`src/rtl/sar_rd_pkg.sv`:
```
package sar_rd_pkg;
  localparam int unsigned FRAME_BITS = 16;
  localparam int unsigned RES_BITS   = 12;
  localparam int unsigned HALVES     = 2 * FRAME_BITS + 1;

  // Recover the conversion value from a full 16-bit capture (first bit in MSB).
  function automatic logic [RES_BITS-1:0] take_result(input logic [FRAME_BITS-1:0] cap);
    logic [FRAME_BITS-1:0] shifted;
    shifted = cap >> 1;
    return shifted[RES_BITS-1:0];
  endfunction

  // Serial clock level for a half period: odd halves are away from idle.
  function automatic logic half_level(input logic idle, input logic odd_half);
    return idle ^ odd_half;
  endfunction
endpackage

```
`src/rtl/sar_rd_divider.sv`:
```
module sar_rd_divider #(
  parameter int unsigned HALF = 4
) (
  input  logic clk,
  input  logic rst_n,
  input  logic run,
  output logic tick
);
  generate
    if (HALF == 1) begin : g_nodiv
      assign tick = run;
    end else begin : g_div
      localparam int unsigned CW = $clog2(HALF);
      localparam logic [CW-1:0] TOP = CW'(HALF - 1);
      logic [CW-1:0] cnt;
      assign tick = run && (cnt == TOP);
      always_ff @(posedge clk) begin
        if (!rst_n || !run || tick) cnt <= '0;
        else                        cnt <= cnt + 1'b1;
      end
    end
  endgenerate
endmodule

```
`src/rtl/sar_rd_seq.sv`:
```
module sar_rd_seq
  import sar_rd_pkg::*;
#(
  parameter int unsigned NHALF = HALVES
) (
  input  logic clk,
  input  logic rst_n,
  input  logic idle_lvl,
  input  logic start,
  input  logic tick,
  output logic busy,
  output logic cs_n,
  output logic sclk,
  output logic samp,
  output logic fin
);
  localparam int unsigned HW = $clog2(NHALF + 1);
  localparam logic [HW-1:0] LAST = HW'(NHALF - 1);

  logic [HW-1:0] hidx;
  logic [HW-1:0] hnext;
  logic          lvl_next;
  logic          at_last;

  assign hnext    = hidx + 1'b1;
  assign at_last  = (hidx == LAST);
  assign lvl_next = half_level(idle_lvl, hnext[0]);
  assign fin      = busy && tick && at_last;
  assign samp     = busy && tick && !at_last && lvl_next && !sclk;

  always_ff @(posedge clk) begin
    if (!rst_n) begin
      busy <= 1'b0;
      cs_n <= 1'b1;
      sclk <= idle_lvl;
      hidx <= '0;
    end else if (!busy) begin
      sclk <= idle_lvl;
      hidx <= '0;
      if (start) begin
        busy <= 1'b1;
        cs_n <= 1'b0;
      end
    end else if (tick) begin
      if (at_last) begin
        busy <= 1'b0;
        cs_n <= 1'b1;
        sclk <= idle_lvl;
        hidx <= '0;
      end else begin
        hidx <= hnext;
        sclk <= lvl_next;
      end
    end
  end
endmodule

```
`src/rtl/sar_rd_capture.sv`:
```
module sar_rd_capture
  import sar_rd_pkg::*;
(
  input  logic                clk,
  input  logic                rst_n,
  input  logic                samp,
  input  logic                sdi,
  input  logic                fin,
  output logic [RES_BITS-1:0] result,
  output logic                done
);
  logic [FRAME_BITS-1:0] cap;

  always_ff @(posedge clk) begin
    if (!rst_n) begin
      cap    <= '0;
      result <= '0;
      done   <= 1'b0;
    end else begin
      done <= fin;
      if (samp) cap <= {cap[FRAME_BITS-2:0], sdi};
      if (fin)  result <= take_result(cap);
    end
  end
endmodule

```
`src/rtl/sar_adc_reader.sv`:
```
module sar_adc_reader
  import sar_rd_pkg::*;
#(
  parameter int unsigned DIV = 8
) (
  input  logic                clk,
  input  logic                rst_n,
  input  logic                idle_high,
  input  logic                start,
  input  logic                sdi,
  output logic                sclk,
  output logic                cs_n,
  output logic                busy,
  output logic                done,
  output logic [RES_BITS-1:0] result
);
  localparam int unsigned HALF = DIV / 2;

  logic mode_q;   // latched idle level
  logic tick_w;   // end of a half period
  logic samp_w;   // shift in sdi at this edge (rising sclk)
  logic fin_w;    // last half period ends at this edge

  always_ff @(posedge clk) begin
    if (!rst_n) mode_q <= idle_high;
  end

  sar_rd_divider #(.HALF(HALF)) u_div (
    .clk  (clk),
    .rst_n(rst_n),
    .run  (busy),
    .tick (tick_w)
  );

  sar_rd_seq #(.NHALF(HALVES)) u_seq (
    .clk     (clk),
    .rst_n   (rst_n),
    .idle_lvl(mode_q),
    .start   (start),
    .tick    (tick_w),
    .busy    (busy),
    .cs_n    (cs_n),
    .sclk    (sclk),
    .samp    (samp_w),
    .fin     (fin_w)
  );

  sar_rd_capture u_cap (
    .clk   (clk),
    .rst_n (rst_n),
    .samp  (samp_w),
    .sdi   (sdi),
    .fin   (fin_w),
    .result(result),
    .done  (done)
  );
endmodule

```
`config.mk`:
```
export PLATFORM = sky130hd
export DESIGN_NAME = sar_adc_reader
export DESIGN_NICKNAME = d
export VERILOG_FILES = /design/src/rtl/sar_rd_pkg.sv /design/src/rtl/sar_rd_divider.sv /design/src/rtl/sar_rd_seq.sv /design/src/rtl/sar_rd_capture.sv /design/src/rtl/sar_adc_reader.sv
export SDC_FILE = /design/constraint.sdc
export NUM_CORES = 1
export LEC_CHECK = 0
export CORE_MARGIN = 2
export CORE_UTILIZATION = 47
export DETAILED_ROUTE_END_ITERATION = 10
export MAX_ROUTING_LAYER = met4
export PLACE_DENSITY = 0.78
export SLEW_MARGIN = 30
export SYNTH_ARGS = -nofsm -noshare
export SYNTH_HDL_FRONTEND = slang
export SYNTH_SLANG_ARGS = --single-unit
```
`constraint.sdc`:
```
create_clock -name clk -period 1.9 [get_ports clk]
set_input_delay 0.38 -clock clk [delete_from_list [all_inputs] [get_ports clk]]
set_output_delay 0.38 -clock clk [all_outputs]
set_load 0.005 [all_outputs]
```
# Word-level counts from Yosys, hierarchy flattened
# Cells that the tools add are included.
[word_totals]
input_bits = 5
output_inout_bits = 16
reg_bits = 38
wordCells = 45
[op_classes]
n_bitwise = 1
n_addsub = 2
mux = 13
eq_ne = 5
n_reduce_logical = 15
[ops]
columns = ["op", "n"]
rows = [
  ["2-to-1 mux 1 bit", 12],
  ["adder 6 x 1 -> 6 bit, second input constant", 1],
  ["equality test 6 bit, second input constant", 1],
  ["logical AND 1 bit", 6],
  ["2-to-1 mux 6 bit", 1],
  ["logical NOT 1 bit", 4],
  ["!= test 2 bit, second input constant", 2],
  ["!= test 3 bit, second input constant", 1],
  ["AND reduction 3 bit", 1],
  ["adder 2 x 1 -> 2 bit, second input constant", 1],
  ["equality test 2 bit, second input constant", 1],
  ["logical OR 1 bit", 2],
  ["AND reduction 2 bit", 1],
  ["nonzero test 2 bit", 1],
  ["XOR 1 bit", 1],
]

# Longest topological paths before layout
[logic_depth]
word_depth = 6
depth_mapped = 8
ltp_nobuf = 5

# Modules after synthesis
# A second synthesis with hierarchy kept.
[hier_totals]
cells_unflattened = 144
area_unflattened_um2 = 1605.3
[modules_own_cells]
columns = ["mod", "seq_area_each_um2", "n_inst", "cells_each", "area_per_inst_um2"]
rows = [
  ["sar_rd_capture", 520.5, 1, 83, 1003.5],
  ["sar_rd_seq", 190.2, 1, 53, 484.2],
  ["sar_rd_divider", 40.0, 1, 6, 83.8],
  ["sar_adc_reader", 30.0, 1, 2, 33.8],
]

# Worst setup path after synthesis
# No wires, ideal clock.
[synth_timing]
kind = "reg-to-reg"
start = "reg u_seq.hidx[0]"
end = "reg u_cap.cap[8]"
path_slack_ps = -27
t_required_ps = 1780
arrival_ps = 1807
path_buffers = 3
synth_period_minus_slack_ps = 1927
path_stages_with_launch = 9
setup_time_ps = 120
path_cell_list = "dfxtp_1 > inv_1 > ha_1 > and4b_1 > buf_6 > or4_4 > buf_6 > buf_12 > mux2i_1"
[synth_via]
elab_chain_cells = 5
word_cells_on_any_way = 7
classes_between = "add/sub (1); eq/ne (1); bitwise (1); reduce/logical (4)"
[synth_rtl]
columns = ["element", "line_no", "text"]
rows = [
  ["from (decl)", "sar_rd_seq.sv:20", "logic [HW-1:0] hidx;"],
  ["from (signal assigned)", "sar_rd_seq.sv:51", "hidx <= hnext;"],
  ["branches (longest 3 deep; another with adder 6 x 1 -> 6 bit)", "n/a", ""],
  ["logical AND 1 bit (*) (2 in a row)", "sar_rd_seq.sv:29", "assign samp = busy && tick && !at_last && lvl_next && !sclk;"],
  ["to (signal assigned)", "sar_rd_capture.sv:21", "if (samp) cap <= {cap[FRAME_BITS-2:0], sdi};"],
  ["to (decl)", "sar_rd_capture.sv:12", "logic [FRAME_BITS-1:0] cap;"],
]
# Every way passes the cells marked *.
# A chain may end at the register's enable or synchronous reset.

# Final worst setup path
[layout_timing]
start = "reg u_seq.hidx[0]"
end = "reg u_cap.cap[4]"
# Same word-level chain as after synthesis.

==> results.md <==
| Metric | Value | Unit |
| --- | --- | --- |
| Clock insertion delay at the later pin of the skew report | 0.34 | ns |
| Total power draw | 0.001247 | W |
| Non-filler instance count after layout | 200 | - |
| Leading post-synthesis cells by cell area | sky130_fd_sc_hd__dfxtp_1, sky130_fd_sc_hd__mux2i_1, sky130_fd_sc_hd__nand2_1, sky130_fd_sc_hd__edfxtp_1, sky130_fd_sc_hd__ha_1 | - |
| Vias after detailed routing | 1022 | - |
| Length of the first detailed-routing pass in iterations | 4 | - |
| Number of nets with antenna violations after routing | 0 | - |
| Summed instance area of the synthesized netlist | 1465 | µm² |
| Portion of synthesized cell area occupied by the leading cell type | 0.4919 | - |
| DRC Markers | 0 | - |
| VDD IR-drop max | 0.0004405 | V |
| Largest fanout on the critical path | 13 | - |
| Core footprint | 3003 | µm² |
| Crit path DAT | 2.00 | ns |
| Synth Area in XOR/XNOR | 0.02391 | - |
| Die X-Extent | 59.84 | µm |
| Largest family of logic cells by synthesized area | multiplexers | - |
| Total number of yosys warnings | 0 | - |
| Cell at the root of the clock tree | sky130_fd_sc_hd__clkbuf_4 | - |
| Reg-to-reg setup timing slack | 0.13 | ns |
| Resize count post-CTS | 0 | - |
| Number of max-cap violations | 0 | - |
| Crit path capture | u_cap.cap[4]$_SDFFE_PN0P_ | - |
| Total area of sequential cells | 782.0 | µm² |
| Global router's overall resource usage | 0.1572 | - |
| Post-route minimum period | 1.767 | ns |
| Worst flop-to-flop path endpoint | u_cap.cap[4]$_SDFFE_PN0P_ | - |
| Filler Cells Inserted | 273 | - |
| Total I/O pin count | 21 | - |
| Number of input and output port buffers inserted | 20 | - |
| Period utilisation layout | 0.9300 | - |
| Leak | 0.7992 | nW |
| Post-route clock skew | 0.005268 | ns |
| Synth Instances | 143 | - |
| Hold buffer count at cts | 0 | - |
| Antenna diode instance count | 0 | - |
| Clock tree from TritonCTS | yes | - |
| Synth Area in Compound Gates | 0.03501 | - |
| DR WL/cell | 12.21 | µm |
| CP max stage cell | sky130_fd_sc_hd__or4_4 | - |
| Adder-cell share of the synthesized area | 0.02562 | - |
| Flip-flop cell with the highest count after synthesis | sky130_fd_sc_hd__dfxtp_1 | - |
| Layout overhead on the synthesized area | 17.68 | % |
| Number of enable flip-flop cells after synthesis | 2 | - |
| Actual slew at the worst max-slew pin | 0.2875 | ns |
| Max Transition Viols Final | 0 | - |
| Worst Setup Start Kind | register | - |
| Post-route setup slack | 0.1330 | ns |
| Initial antenna violation count | 0 | - |
| Required time at the endpoint of the critical path | 2.13 | ns |
| Via density | 5.110 | - |
| Path class of the lowest-slack min-delay path | reg2reg | - |
| Worst setup slack after placement | 0.1338 | ns |
| Average instance area after synthesis | 10.25 | µm² |
| Post-synth net total | 151 | - |
| Clock-pin slew of the registers on the worst-case setup and hold paths | 0.10 | ns |
| Maximum number of pins on one net before global-route repair | 30 | - |
| Number of setup buffers added after CTS | 0 | - |
| Type of the worst setup path | reg2reg | - |
| Cell total after placement | 193 | - |
| Area leader, netlist | sky130_fd_sc_hd__dfxtp_1 | - |
| Largest stage delay on the critical path | 0.66 | ns |
| Max frequency | 0.5659 | GHz |
| Layout cells sized above 1 | 0.07186 | - |
| Via count of the first global-routing pass | 957 | - |
| First-pass GRT wire length | 4.015 | mm |
| Largest buffer count on any clock path | 2 | - |
| Weighted congestion at the end of routability-driven global placement | 0.7859 | - |
| Reg-to-reg critical path startpoint | u_seq.hidx[0]$_SDFFE_PP0P_ | - |
| Total CTS buffers | 5 | - |
| Number of cells traversed by the worst register-to-register path | 5 | - |
| Number of failing setup endpoints in the final timing report | 0 | - |
| Final #Nets | 175 | - |
| Asr flop ratio synth | 0 | - |
| Initial core utilization | 0.4879 | - |
| Setup repair after global routing missed its margin | no | - |
| Max_slew headroom | 0.8083 | - |
| Combined area of the multi-input logic cells | 606.8 | µm² |
| Power density relative to cell area | 723.5 | nW/µm² |
| Count of endpoints failing hold in the final timing report | 0 | - |
| Mux cell area share after synthesis | 0.1708 | - |
| Maximum level of the CTS H-tree | 2 | - |
| Series of cell instances along the critical path | inv_1, ha_1, and4b_1, or4_4, mux2i_1 | - |
| Hpwl dp | 1.713 | mm |
| Status | completed | - |
| Portion of the post-synthesis area used by sequential elements | 0.5329 | - |
| DIE AREA | 3580 | µm² |
| Post-synth cell types | 27 | - |
| Simple-gate share of the synthesized area | 0.1588 | - |
| Num Clock Sinks | 38 | - |
| Rows | 20 | - |
| Flops & latches, synth | 38 | - |
| Post-detailed-routing wire length | 2.442 | mm |
| Die height | 59.84 | µm |
| Beginning of the critical path | u_seq.hidx[0]$_SDFFE_PP0P_ | - |
| DRC violation total after the first TritonRoute iteration | 19 | - |
| Final-layout setup total negative slack | 0 | ns |
| Critical path capture point type | register | - |
| Overall overflow remaining after global route | 0 | - |
-- how the worst min path moves through the flow --
stage,start,to,depth (start not counted)
after floorplan,u_div.g_div.cnt[0]$_SDFF_PP0_,u_div.g_div.cnt[0]$_SDFF_PP0_,1
after global placement,u_div.g_div.cnt[0]$_SDFF_PP0_,u_div.g_div.cnt[0]$_SDFF_PP0_,1
after detailed placement,u_div.g_div.cnt[0]$_SDFF_PP0_,u_div.g_div.cnt[0]$_SDFF_PP0_,1
after CTS,u_div.g_div.cnt[0]$_SDFF_PP0_,u_div.g_div.cnt[0]$_SDFF_PP0_,1
after global routing,u_div.g_div.cnt[0]$_SDFF_PP0_,u_div.g_div.cnt[0]$_SDFF_PP0_,1
final,u_div.g_div.cnt[0]$_SDFF_PP0_,u_div.g_div.cnt[0]$_SDFF_PP0_,1
-- logic make-up (layout without fill, tap and decap cells) --
logic type / after synthesis / after routing
compound gates: 8 / 8
xor+xnor: 4 / 4
fa+ha+maj: 3 / 3
buf+inv: 12 / 36
flops: 38 / 38
mux: 25 / 25
simple gates: 53 / 53
-- registers in the layout, indices dropped and copies added (netlist names) --
signal and cells:
u_cap.cap 13, u_seq.busy 1, u_seq.cs_n 1, u_cap.result 12
mode_q 1, u_seq.sclk 1, u_cap.done 1, u_div.g_div.cnt 2
u_seq.hidx 6
-- report_power, final --
group	internal, W	switching, W
clock	0.000140	0.000241
combinational	0.0000252	0.0000215
sequential	0.000813	0.00000725
-- cells in the final DEF (no fill, tap or decap) --
cell                              instances
sky130_fd_sc_hd__dfxtp_1                 35
sky130_fd_sc_hd__nand2_1                 34
sky130_fd_sc_hd__mux2i_1                 25
sky130_fd_sc_hd__clkdlybuf4s50_1         20
sky130_fd_sc_hd__nor2_1                   7
sky130_fd_sc_hd__inv_1                    5
sky130_fd_sc_hd__clkbuf_4                 5
sky130_fd_sc_hd__buf_4                    4
sky130_fd_sc_hd__xor2_1                   3
sky130_fd_sc_hd__or3_1                    3
sky130_fd_sc_hd__a21oi_1                  3
sky130_fd_sc_hd__ha_1                     3
sky130_fd_sc_hd__nor3_1                   2
sky130_fd_sc_hd__o21ai_0                  2
sky130_fd_sc_hd__nand3_1                  2
sky130_fd_sc_hd__clkbuf_1                 2
sky130_fd_sc_hd__edfxtp_1                 2
sky130_fd_sc_hd__or2_2                    1
sky130_fd_sc_hd__and4b_1                  1
sky130_fd_sc_hd__and2_1                   1
sky130_fd_sc_hd__o211a_1                  1
sky130_fd_sc_hd__or4_4                    1
sky130_fd_sc_hd__a21o_1                   1
sky130_fd_sc_hd__nand4_1                  1
sky130_fd_sc_hd__a2bb2oi_1                1
sky130_fd_sc_hd__xnor2_1                  1
sky130_fd_sc_hd__dfxtp_2                  1
-- worst max-delay path, delay by kind of cell (launching register included) --
family                     cells  cell delay, ns
and+or+nand+nor                2            0.85
buffers and inverters          1            0.06
DFF                            1            0.40
muxes                          1            0.16
adders and majority gates      1            0.18
-- area by class of cell --
class,instances,area share
clock buffer,7,0.02612
multi-input combinational,93,0.3520
tap,33,0.02395
sequential,38,0.4536
inverter,5,0.01089
timing repair buffer,24,0.1335
-- through the flow --
| stage | utilization | hold slack, ns | cell area [µm²] |
|---|---|---|---|
| after floorplan | - | 0.3973 | 1466 |
| after global placement | 0.5592 | 0.4056 | 1679 |
| after detailed placement | 0.5592 | 0.4324 | 1679 |
| after CTS | 0.5742 | 0.4472 | 1724 |
| after global routing | 0.5742 | 0.4569 | 1724 |
| final | 0.5742 | 0.4428 | 1724 |
-- layer usage --
layer | GRT usage | share of wire | vias to the layer above
li1 | - | - | 525
met1 | 0.1793 | 0.46 | 473
met2 | 0.2469 | 0.47 | 19
met3 | 0.05844 | 0.048 | 5
met4 | 0.06667 | 0.014 | 0
met5 | - | 0 | -
-- synth_stat cells, types with 2 or more instances --
| cell type | n |
|---|---|
| sky130_fd_sc_hd__dfxtp_1 | 36 |
| sky130_fd_sc_hd__nand2_1 | 34 |
| sky130_fd_sc_hd__mux2i_1 | 25 |
| sky130_fd_sc_hd__nor2_1 | 7 |
| sky130_fd_sc_hd__inv_1 | 5 |
| sky130_fd_sc_hd__a21oi_1 | 3 |
| sky130_fd_sc_hd__ha_1 | 3 |
| sky130_fd_sc_hd__or3_1 | 3 |
| sky130_fd_sc_hd__xor2_1 | 3 |
| sky130_fd_sc_hd__buf_6 | 2 |
| sky130_fd_sc_hd__clkbuf_1 | 2 |
| sky130_fd_sc_hd__edfxtp_1 | 2 |
| sky130_fd_sc_hd__nand3_1 | 2 |
| sky130_fd_sc_hd__nor3_1 | 2 |
| sky130_fd_sc_hd__o21ai_0 | 2 |
(Power assumes the default switching activity.)
